`src/rtl/aud_chan_tracker.sv`:
```
module aud_chan_tracker #(
  parameter int unsigned ID_W   = 3,
  parameter int unsigned NUM_CH = 4
) (
  input  logic            clk,
  input  logic            rst_n,
  input  logic            acc,
  input  logic            start_seen,
  input  logic            fault,
  output logic            in_sync,
  output logic [ID_W-1:0] exp_ch
);

  localparam int unsigned      FULL_RANGE = 1 << ID_W;
  localparam logic [ID_W-1:0]  LAST_CH    = ID_W'(NUM_CH - 1);
  localparam logic [ID_W-1:0]  ONE_CH     = ID_W'(1);

  logic            sync_q, sync_d;
  logic [ID_W-1:0] exp_q, exp_d;
  logic [ID_W-1:0] exp_inc;
  logic [ID_W-1:0] first_after_start;
  logic            sync_en, exp_en;

  generate
    if (NUM_CH == FULL_RANGE) begin : g_wrap_natural
      assign exp_inc           = exp_q + ONE_CH;
      assign first_after_start = ONE_CH;
    end else begin : g_wrap_cmp
      assign exp_inc           = (exp_q == LAST_CH) ? '0 : exp_q + ONE_CH;
      assign first_after_start = (NUM_CH == 1) ? '0 : ONE_CH;
    end
  endgenerate

  always_comb begin
    sync_d  = sync_q;
    exp_d   = exp_q;
    sync_en = 1'b0;
    exp_en  = 1'b0;
    if (acc) begin
      if (!sync_q) begin
        if (start_seen) begin
          sync_d  = 1'b1;
          exp_d   = first_after_start;
          sync_en = 1'b1;
          exp_en  = 1'b1;
        end
      end else if (fault) begin
        sync_d  = 1'b0;
        sync_en = 1'b1;
      end else begin
        exp_d  = exp_inc;
        exp_en = 1'b1;
      end
    end
  end

  always_ff @(posedge clk or negedge rst_n) begin
    if (!rst_n) begin
      sync_q <= 1'b0;
    end else if (sync_en) begin
      sync_q <= sync_d;
    end
  end

  always_ff @(posedge clk or negedge rst_n) begin
    if (!rst_n) begin
      exp_q <= '0;
    end else if (exp_en) begin
      exp_q <= exp_d;
    end
  end

  assign in_sync = sync_q;
  assign exp_ch  = exp_q;

endmodule

```
`config.mk`:
```
export PLATFORM = sky130hd
export DESIGN_NAME = aud_chan_tracker
export DESIGN_NICKNAME = d
export VERILOG_FILES = /design/src/rtl/aud_chan_tracker.sv
export SDC_FILE = /design/constraint.sdc
export NUM_CORES = 1
export LEC_CHECK = 0
export BUFFER_PORTS_ARGS = -buffer_cell sky130_fd_sc_hd__clkbuf_2
export CORE_AREA = 2 2 39 41
export CTS_BUF_LIST = sky130_fd_sc_hd__clkbuf_8 sky130_fd_sc_hd__clkbuf_16
export DETAILED_ROUTE_END_ITERATION = 10
export DIE_AREA = 0 0 41 43
export RECOVER_POWER = 100
export SYNTH_ARGS = -nofsm -noshare
export SYNTH_HDL_FRONTEND = slang
export SYNTH_SLANG_ARGS = --single-unit
```
`constraint.sdc`:
```
create_clock -name clk -period 1.19 [get_ports clk]
set_input_delay 0 -clock clk [delete_from_list [all_inputs] [get_ports clk]]
set_output_delay 0 -clock clk [all_outputs]
set_load 0.03 [all_outputs]
```
Word-level counts from Yosys, hierarchy flattened
Index checks and enable logic that the tools add are counted.
{"block": "totals", "ff_bits": 4, "input_bits": 5, "output_inout_bits": 4, "wordCells": 19}
{"block": "op_classes", "n_addsub": 1, "eq_ne": 2, "mux": 11, "n_reduce_logical": 3}
{"cell": "$mux W3", "count": 4}
{"cell": "$mux W1", "count": 7}
{"cell": "$reduce_and A4 Y1", "count": 1}
{"cell": "$add A3 B1 Y3 const B", "count": 1}
{"cell": "$eq A3 B2 Y1 const B", "count": 1}
{"cell": "$ne A2 B2 Y1 const B", "count": 1}
{"cell": "$reduce_and A2 Y1", "count": 1}
{"cell": "$reduce_bool A2 Y1", "count": 1}

Logic depth before layout (Yosys ltp)
Gate-level depths: netlist of the first run.
{"block": "logic_depth", "word_depth": 4, "mapped_depth": 4, "mapped_depth_nobuf": 4}

Worst setup path after synthesis of the first run
Ideal clock, no wire load.
{"block": "synth_timing", "path_kind": "flip-flop to flip-flop", "startpoint": "register exp_q[0] (netlist: exp_ch[0])", "endpoint": "register exp_q[1] (netlist: exp_ch[1])", "setup_time_ns": 0.121, "arrival_ns": 1.216, "required_time_ns": 1.069, "setup_slack_ns": -0.147, "stages_incl_launch_ff": 4, "n_path_buf": 0, "cell_sequence": "dfrtp_1 ha_1 a22o_1 a22o_1"}
{"block": "synth_via", "elab_chain_cells": 4, "word_cells_on_any_way": 5, "cone_classes": "add/sub: 1; eq/ne: 1; mux: 3"}
{"item": "from (decl)", "line": "19", "source": "logic [ID_W-1:0] exp_q, exp_d;"}
{"item": "from (signal assigned)", "line": "69", "source": "exp_q <= exp_d;"}
{"item": "$add A3 B1 Y3 / $eq A3 B2 Y1 (equally long branches)", "line": "29", "source": "assign exp_inc = (exp_q == LAST_CH) ? '0 : exp_q + ONE_CH;"}
{"item": "$mux W3 *", "line": "29"}
{"item": "$mux W3 *", "line": "47", "source": "end else if (fault) begin"}
{"item": "$mux W3 *", "line": "40", "source": "if (!sync_q) begin"}
Mark *: on every way between the ends. The rest lies on a longest branch, timed or not. The select of a mux whose other input is x is not followed.
A chain may end at the register's enable or synchronous reset.

Worst setup path in the final report of the first run
{"block": "layout_timing", "startpoint": "register exp_q[1] (netlist: exp_ch[1])", "endpoint": "register exp_q[1] (netlist: exp_ch[1])"}
The elaborated chain is that of the path after synthesis.

==> results of run 1 <==
==> cells by family (layout without fill, tap and decap cells) <==
| family | Yosys count | count (layout) | share of synthesized area |
|---|---|---|---|
| compound gates | 10 | 10 | 0.324 |
| fa+ha+maj | 1 | 1 | 0.0578 |
| buf+inv | 4 | 18 | 0.0751 |
| simple gates | 2 | 2 | 0.0809 |
| flops | 4 | 4 | 0.462 |
==> metrics by stage <==
| stage | setup slack, ns | cells | util | setup TNS [ns] | hold slack [ns] |
|---|---|---|---|---|---|
| finish | 0.0509 | 51 | 0.253 | 0 | 0.0508 |
| CTS | 0.00476 | 51 | 0.249 | 0 | 0.0535 |
| global placement | 0.0295 | 46 | 0.209 | 0 | -0.189 |
| detailed placement | 0.0228 | 46 | 0.209 | 0 | -0.188 |
| global route | 0.0213 | 51 | 0.253 | 0 | 0.0682 |
| floorplan | -0.0642 | 21 | - | -0.0642 | -0.296 |
==> final cells by class <==
cell class                 instances  area [µm²]  area share
tap                               16        20.0      0.0571
multi-input combinational         13         113       0.321
timing repair buffer              11        58.8       0.168
sequential                         4         103       0.293
inverter                           3        11.3      0.0321
clock inverter                     1        3.75      0.0107
clock buffer                       3        41.3       0.118
==> flip-flops by register name (all words and copies together), names as in the netlist <==
signal / cells
in_sync: 1
exp_ch: 3
==> worst register-to-register path, delay by kind of cell (launching register included) <==
kind            cells  cell delay, ns
flops               1            0.42
fa+ha+maj           1            0.24
compound gates      2            0.37
==> layout by cell type (no fill, tap or decap) <==
cell | netlist | layout
clkbuf_2 | 1 | 3
dlygate4sd3_1 | 0 | 1
inv_1 | 3 | 4
o21ai_0 | 1 | 1
clkbuf_8 | 0 | 3
o221ai_1 | 1 | 1
dfrtp_2 | 0 | 2
a21oi_1 | 2 | 2
nand2_1 | 1 | 1
a21boi_0 | 1 | 1
clkbuf_1 | 0 | 5
a31oi_1 | 1 | 1
buf_4 | 0 | 2
ha_4 | 0 | 1
nor2b_4 | 1 | 1
a22o_1 | 2 | 2
o2111ai_1 | 1 | 1
o22ai_1 | 1 | 1
dfrtp_1 | 4 | 2
==> power breakdown <==
group          switching (mW)  total (mW)  internal, mW  leakage, nW
Clock                  0.0773       0.298         0.220       0.0269
Combinational           0.166       0.304         0.137       0.0819
Sequential             0.0446       0.221         0.177       0.0464
Total                   0.288       0.823         0.535        0.155
==> final timing paths <==
check | start | end | slack (ns) | cells past startpoint
min reg2reg | exp_ch[2] | exp_ch[2] | 0.55 | 1
min | acc | exp_ch[2] | 0.05 | 2
max | exp_ch[1] | exp_ch[1] | 0.05 | 3
min in group asynchronous | rst_n | exp_ch[0] | 0.14 | 2
max reg2reg | exp_ch[1] | exp_ch[1] | 0.05 | 3
max in group asynchronous | rst_n | exp_ch[1] | 0.84 | 2
==> metal layers <==
| layer | track usage | wire (µm) | part of all wire | vias to the layer above |
|---|---|---|---|---|
| met4 | 0.0600 | 14 | 0.026 | 0 |
| met3 | 0.0733 | 35 | 0.064 | 2 |
| met1 | 0.0769 | 246 | 0.45 | 100 |
| met5 | 0 | 0 | 0 | - |
| li1 | - | - | - | 106 |
| met2 | 0.0906 | 249 | 0.46 | 10 |
==> timing repair <==
action	CTS	global route
endpoints found under the setup margin	0	1
hold endpoints to repair	4	0
resized for setup	0	1
hold buffers	1	0
setup buffers	0	0
==> results.yml, run 1 <==
status:
  status: "finished, final reports clean"
floorplan:
  die_area_um2: 1760
  ios: 9
  die_h_um: 43
  core-area_um2: 1380
  initial_utilization: 0.156
  die_w_um: 41
  num_rows: 14
power:
  power_leakage_nw: 0.155
  total_power_mw: 0.823
  power.density_nw_per_um2: 2350
  ir_worst_vdd_v: 0.000809
placed_design:
  port_buffers: 8
  placed_cell_area_um2: 289
  place_congestion: 0.676
  hpwl_um: 380
route:
  dr.pass1.iters: 4
  drt_iter0_drc: 6
  ant_nets: 0
  routed_wl_um: 546
  via_count: 218
  drc: 0
  routed_via_density: 4.27
  post_drt_wl_per_cell_um: 10.7
sta:
  drv_slew: 0
  rsz0062_at_grt: "no"
  relSlewSlack: 0.752
  finalClockSkew_ns: 0.00938
  setup_violations: 0
  fin_crit_sh: 0.957
  hold_viol: 0
  max_freq_mhz: 878
  worst_pin_slew_ns: 0.373
  period_minus_slack_ns: 1.14
critical_path:
  cp_data_required_time_ns: 1.30
  cp_slowest_stage_delay_ns: 0.42
  path_max_fanout: 2
  path_class: "reg2reg"
  cp_common_cell: "a22o_1"
  path_delay_family: "flip-flops"
  cp_slowest_cell: "dfrtp_2"
  path_cells: "ha_4, a22o_1, a22o_1"
  cp_num_buf_inv: 0
  cp-start-kind: "flip-flop"
  cp.arrival_ns: 1.24
  cp-end-kind: "flip-flop"
yosys:
  avgSynthCellArea_um2: 10.3
  yosysMostFrequentCell: "dfrtp_1"
  synthTopCellsByArea: "dfrtp_1 (46%), a22o_1 (8.1%), nor2b_4 (6.4%)"
  yosys_warnings: 0
  ys_ff_latch: 4
  ys_seq_area_frac: 0.462
  yosysUniqueCellTypes: 14
  synth_top_area_frac: 0.462
  post_synth_inst_count: 21
  synthArstFlopShare: 1.00
  synth_area_um2: 216
  synth_ff_type: "dfrtp_1"
  yosysTopAreaCell: "dfrtp_1"
  ys_top_cells_by_count: "dfrtp_1 (4), inv_1 (3), a21oi_1 (2), a22o_1 (2)"
  synth_edf_count: 0
  synth_nets: 27
min_path:
  hp-class: "in2reg"
clock_network:
  cts_buffer_depth: 2
  clk_latency_ns: 0.22
  cts_inserted_buffers: 3
  cts_tree: "done"
  cts.sinks: 4
  cts_root_buffer: "clkbuf_8"
  htree_levels: 1
  cts.clk_slew.worst_paths_ns: 0.04
cells_and_area:
  fin_area_um2: 350
  area_growth_pct: 61.8
  nFillCells: 159
  nNetsFinal: 42
  drive_gt1_frac: 0.343
  antenna_cells: 0
global_route:
  grt_overflow_total: 0
  gr-usage-all-layers: 0.0762
  grt_pass1_vias: 207
  antenna_found_initial: 0
  grt_pass1_wl_um: 807
  grt_max_degree: 10
job:
  drv_cap: 0
Power figures use the tool's default switching activity.
==> run 2, diff against run 1 <==
--- a/config.mk
+++ b/config.mk
@@ -7,7 +7,6 @@
 export LEC_CHECK = 0
 export BUFFER_PORTS_ARGS = -buffer_cell sky130_fd_sc_hd__clkbuf_2
 export CORE_AREA = 2 2 39 41
-export CTS_BUF_LIST = sky130_fd_sc_hd__clkbuf_8 sky130_fd_sc_hd__clkbuf_16
 export DETAILED_ROUTE_END_ITERATION = 10
 export DIE_AREA = 0 0 41 43
 export RECOVER_POWER = 100
==> results.yml, run 2 (same netlist as run 1, synthesis figures left out) <==
status:
  status: "finished, final reports clean"
global_route:
  grt_max_degree: 10
  grt_overflow_total: 0
  antenna_found_initial: 0
  grt_pass1_wl_um: 807
  gr-usage-all-layers: 0.0763
  grt_pass1_vias: 209
sta:
  fin_crit_sh: 0.957
  finalClockSkew_ns: 0.0123
  max_freq_mhz: 878
  setup_tns_ns: 0
  hold_viol: 0
  relSlewSlack: 0.752
  worst_pin_slew_ns: 0.373
  period_minus_slack_ns: 1.14
  setup_violations: 0
  rsz0062_at_grt: "no"
  drv_slew: 0
power:
  ir_worst_vdd_v: 0.000618
  power.density_nw_per_um2: 2150
  power_leakage_nw: 0.143
clock_network:
  cts.clk_slew.worst_paths_ns: 0.05
  cts.sinks: 4
  cts_inserted_buffers: 3
  cts_root_buffer: "clkbuf_4"
  htree_levels: 1
  cts_buffer_depth: 2
  clk_latency_ns: 0.24
  cts_tree: "done"
critical_path:
  r2r-start: "exp_ch[1]"
  path_max_fanout: 2
  cp_data_required_time_ns: 1.32
  r2r_cells: 3
  endpoint: "exp_ch[1]"
  reg2reg_slack_ns: 0.05
  path_class: "reg2reg"
  cp-end-kind: "flip-flop"
  cp.arrival_ns: 1.27
  cp-start-kind: "flip-flop"
  crit_start: "exp_ch[1]"
  r2r_end: "exp_ch[1]"
floorplan:
  die_w_um: 41
  ios: 9
  num_rows: 14
  die_area_um2: 1760
  core-area_um2: 1380
  initial_utilization: 0.156
  die_h_um: 43
cells_and_area:
  nNetsFinal: 42
  antenna_cells: 0
  largest_reg_flops: 3
  finalNonFillerCells: 51
  area_growth_pct: 52.0
  final_common_cell: "clkbuf_1"
  drive_gt1_frac: 0.343
  final_cell_mix: "clkbuf_1 (6), clkbuf_2 (4), inv_1 (3), clkbuf_4 (3)"
route:
  routed_wl_um: 534
  dr.pass1.iters: 4
  drt_iter0_drc: 11
  ant_nets: 0
  drc: 0
  post_drt_wl_per_cell_um: 10.5
  via_count: 220
  routed_via_density: 4.31
placed_design:
  port_buffers: 8
  hpwl_um: 380
  dp.cells: 46
  place_congestion: 0.676
job:
  drv_cap: 0
min_path:
  hp-class: "in2reg"
## run 2: cell count changes in the layout (fill, tap and decap cells not counted), sizes merged
cell,previous run,this run
buf,2,1
inv,4,3
clkbuf,11,13
## run 2: what timing repair did
item,in CTS,in global routing
hold buffers,1,0
endpoints found under the hold margin,4,0
endpoints found under the setup margin,0,1
gates resized for setup,0,1
setup buffers,0,0
## run 2: critical path, cell delays in order, from the launching register on
cell,delay [ns]
dfrtp_2,0.42
ha_4,0.24
a22o_1,0.17
a22o_1,0.20
## run 2: where the power goes
part           total (mW)  switching [mW]  internal [mW]
combinational       0.297           0.167          0.131
clock               0.191          0.0644          0.126
sequential          0.220          0.0438          0.176
total               0.708           0.275          0.433
## run 2: per-layer routing
layer / global-route usage / routed length [µm]
met1: 0.0772 / 247
met2: 0.0906 / 249
met3: 0.0733 / 23
met4: 0.0600 / 13
met5: 0 / 0
## run 2: layout make-up
cell class,count,area [µm²]
Clock buffer,4,26.3
Fill cell,167,1050
Multi-Input combinational cell,13,113
Tap cell,16,20.0
Timing Repair Buffer,11,56.3
Inverter,3,11.3
Sequential cell,4,103
## run 2: worst min path at each step
stage | from | to | slack (ns) | cells after the start
floorplan | rst_n | exp_ch[0] | -0.30 | 0
global placement | rst_n | in_sync | -0.19 | 1
detailed placement | rst_n | in_sync | -0.19 | 1
CTS | acc | exp_ch[2] | 0.03 | 2
global route | acc | exp_ch[2] | 0.03 | 2
finish | acc | exp_ch[2] | 0.03 | 2
## run 2: through the flow
step	util	power (mW)	cell area (µm²)	setup WS [ns]	hold WS (ns)
after floorplan	-	0.384	219	-0.0642	-0.296
after global placement	0.209	0.487	289	0.0295	-0.189
after detailed placement	0.209	0.493	289	0.0228	-0.188
after CTS	0.235	0.700	325	0.00334	0.0256
after global routing	0.238	0.776	329	0.0198	0.0339
final	0.238	0.708	329	0.0509	0.0290
==> run 3, diff against run 2 <==
--- a/config.mk
+++ b/config.mk
@@ -5,7 +5,7 @@
 export SDC_FILE = /design/constraint.sdc
 export NUM_CORES = 1
 export LEC_CHECK = 0
-export BUFFER_PORTS_ARGS = -buffer_cell sky130_fd_sc_hd__clkbuf_2
+export BUFFER_PORTS_ARGS = -buffer_cell sky130_fd_sc_hd__buf_2
 export CORE_AREA = 2 2 39 41
 export DETAILED_ROUTE_END_ITERATION = 10
 export DIE_AREA = 0 0 41 43
==> results.yml, run 3 (same netlist as run 1, synthesis figures left out) <==
status:
  status: "finished, final reports clean"
cells_and_area:
  drive_gt1_frac: 0.400
  nNetsFinal: 42
  fin_area_um2: 334
  antenna_cells: 0
  final_cell_mix: "clkbuf_1 (4), inv_1 (3), clkbuf_4 (3), buf_2 (3)"
  area_growth_pct: 54.3
  largest_reg_flops: 3
  final_common_cell: "clkbuf_1"
  finalNonFillerCells: 51
  nFillCells: 159
global_route:
  grt_pass1_vias: 214
  grt_pass1_wl_um: 834
  grt_max_degree: 10
  met1_usage: 0.0836
  grtUsageMet2: 0.100
  gr-usage-all-layers: 0.0763
  grt_overflow_total: 0
  grt-busiest-layer: "met2"
  met3_usage: 0.0471
  antenna_found_initial: 0
clock_network:
  cts.clk_slew.worst_paths_ns: 0.05
  cts_buffer_depth: 2
  cts_tree: "done"
  cts_inserted_buffers: 3
  cts.sinks: 4
  htree_levels: 1
  cts_root_buffer: "clkbuf_4"
  clk_latency_ns: 0.24
  cts_setup_buffers: 0
sta:
  drv_slew: 0
  relSlewSlack: 0.759
  finalClockSkew_ns: 0.0132
  max_freq_mhz: 878
  fin_crit_sh: 0.957
  rsz0062_at_grt: "no"
  setup_violations: 0
  fin_hold_ws_ns: 0.0461
  worst_slack_ns: 0.0515
  hold_viol: 0
  period_minus_slack_ns: 1.14
  worst_pin_slew_ns: 0.363
placed_design:
  post-place-ws_ns: 0.0210
  placed_cell_area_um2: 289
  hpwl_um: 406
  place_congestion: 0.714
  port_buffers: 8
  dp.cells: 46
critical_path:
  cp_slowest_stage_delay_ns: 0.42
  cp.arrival_ns: 1.26
  cp_common_cell: "a22o_1"
  cp_num_buf_inv: 0
  path_class: "reg2reg"
  cp-start-kind: "flip-flop"
  cp_slowest_cell: "dfrtp_2"
  path_cells: "ha_4, a22o_1, a22o_1"
  path_delay_family: "flip-flops"
  path_max_fanout: 2
  cp_data_required_time_ns: 1.32
  cp-end-kind: "flip-flop"
power:
  ir_worst_vdd_v: 0.000503
  power_leakage_nw: 0.148
  power.density_nw_per_um2: 2140
route:
  drc: 0
  routed_via_density: 4.27
  post_drt_wl_per_cell_um: 10.9
  via_count: 218
  routed_wl_um: 557
  ant_nets: 0
  dr.pass1.iters: 4
  drt_iter0_drc: 7
floorplan:
  die_w_um: 41
  initial_utilization: 0.156
  die_area_um2: 1760
  core-area_um2: 1380
  num_rows: 14
  die_h_um: 43
  ios: 9
job:
  drv_cap: 0
min_path:
  hp-class: "in2reg"
## run 3: changes by cell type in the layout (fill, tap and decap cells not counted)
cell / change
buf_2: +3
clkbuf_2: -2
buf_4: +1
clkbuf_1: -2
## run 3: worst paths after layout
path / from / to / slack, ns / depth (start not counted)
min in group asynchronous: rst_n / exp_ch[0] / 0.12 / 2
setup reg to reg: exp_ch[1] / exp_ch[1] / 0.05 / 3
hold / removal: acc / exp_ch[2] / 0.05 / 2
max in group asynchronous: rst_n / exp_ch[1] / 0.87 / 2
setup / recovery: exp_ch[1] / exp_ch[1] / 0.05 / 3
hold reg to reg: exp_ch[2] / exp_ch[2] / 0.57 / 1
## run 3: what timing repair did
action,in CTS,in global routing
endpoints found under the hold margin,4,0
endpoints found under the setup margin,0,1
resized for setup,0,1
hold buffers,1,0
## run 3: area by class of cell
type	count	area (µm²)	share of cell area
timing repair buffer	11	61.3	0.184
inverter	3	11.3	0.0337
tap	16	20.0	0.0599
clock buffer	4	26.3	0.0787
multi-input combinational	13	113	0.337
sequential	4	103	0.307
## run 3: worst reg2reg max path, stage by stage (launching register included)
cell and delay, ns:
dfrtp_2 0.42, ha_4 0.24, a22o_1 0.17, a22o_1 0.20
## run 3: report_power, final
group	internal [mW]	switching [mW]	total (mW)	leakage [nW]
clock network	0.126	0.0585	0.184	0.0150
logic	0.142	0.166	0.307	0.0870
registers	0.176	0.0465	0.223	0.0464
## run 3: metal layers
| layer | part of all wire | vias to the layer above |
|---|---|---|
| met2 | 0.50 | 8 |
| met3 | 0.041 | 2 |
| met5 | 0 | - |
| met4 | 0.023 | 0 |
| li1 | - | 107 |
| met1 | 0.43 | 101 |
## run 3: through the flow
step	total power [mW]	utilization	TNS, ns
3_3_place_gp	0.487	0.209	0
2_1_floorplan	0.384	-	-0.0642
5_1_grt	0.775	0.241	0
4_1_cts	0.692	0.235	0
3_5_place_dp	0.494	0.209	0
6_report	0.715	0.241	0
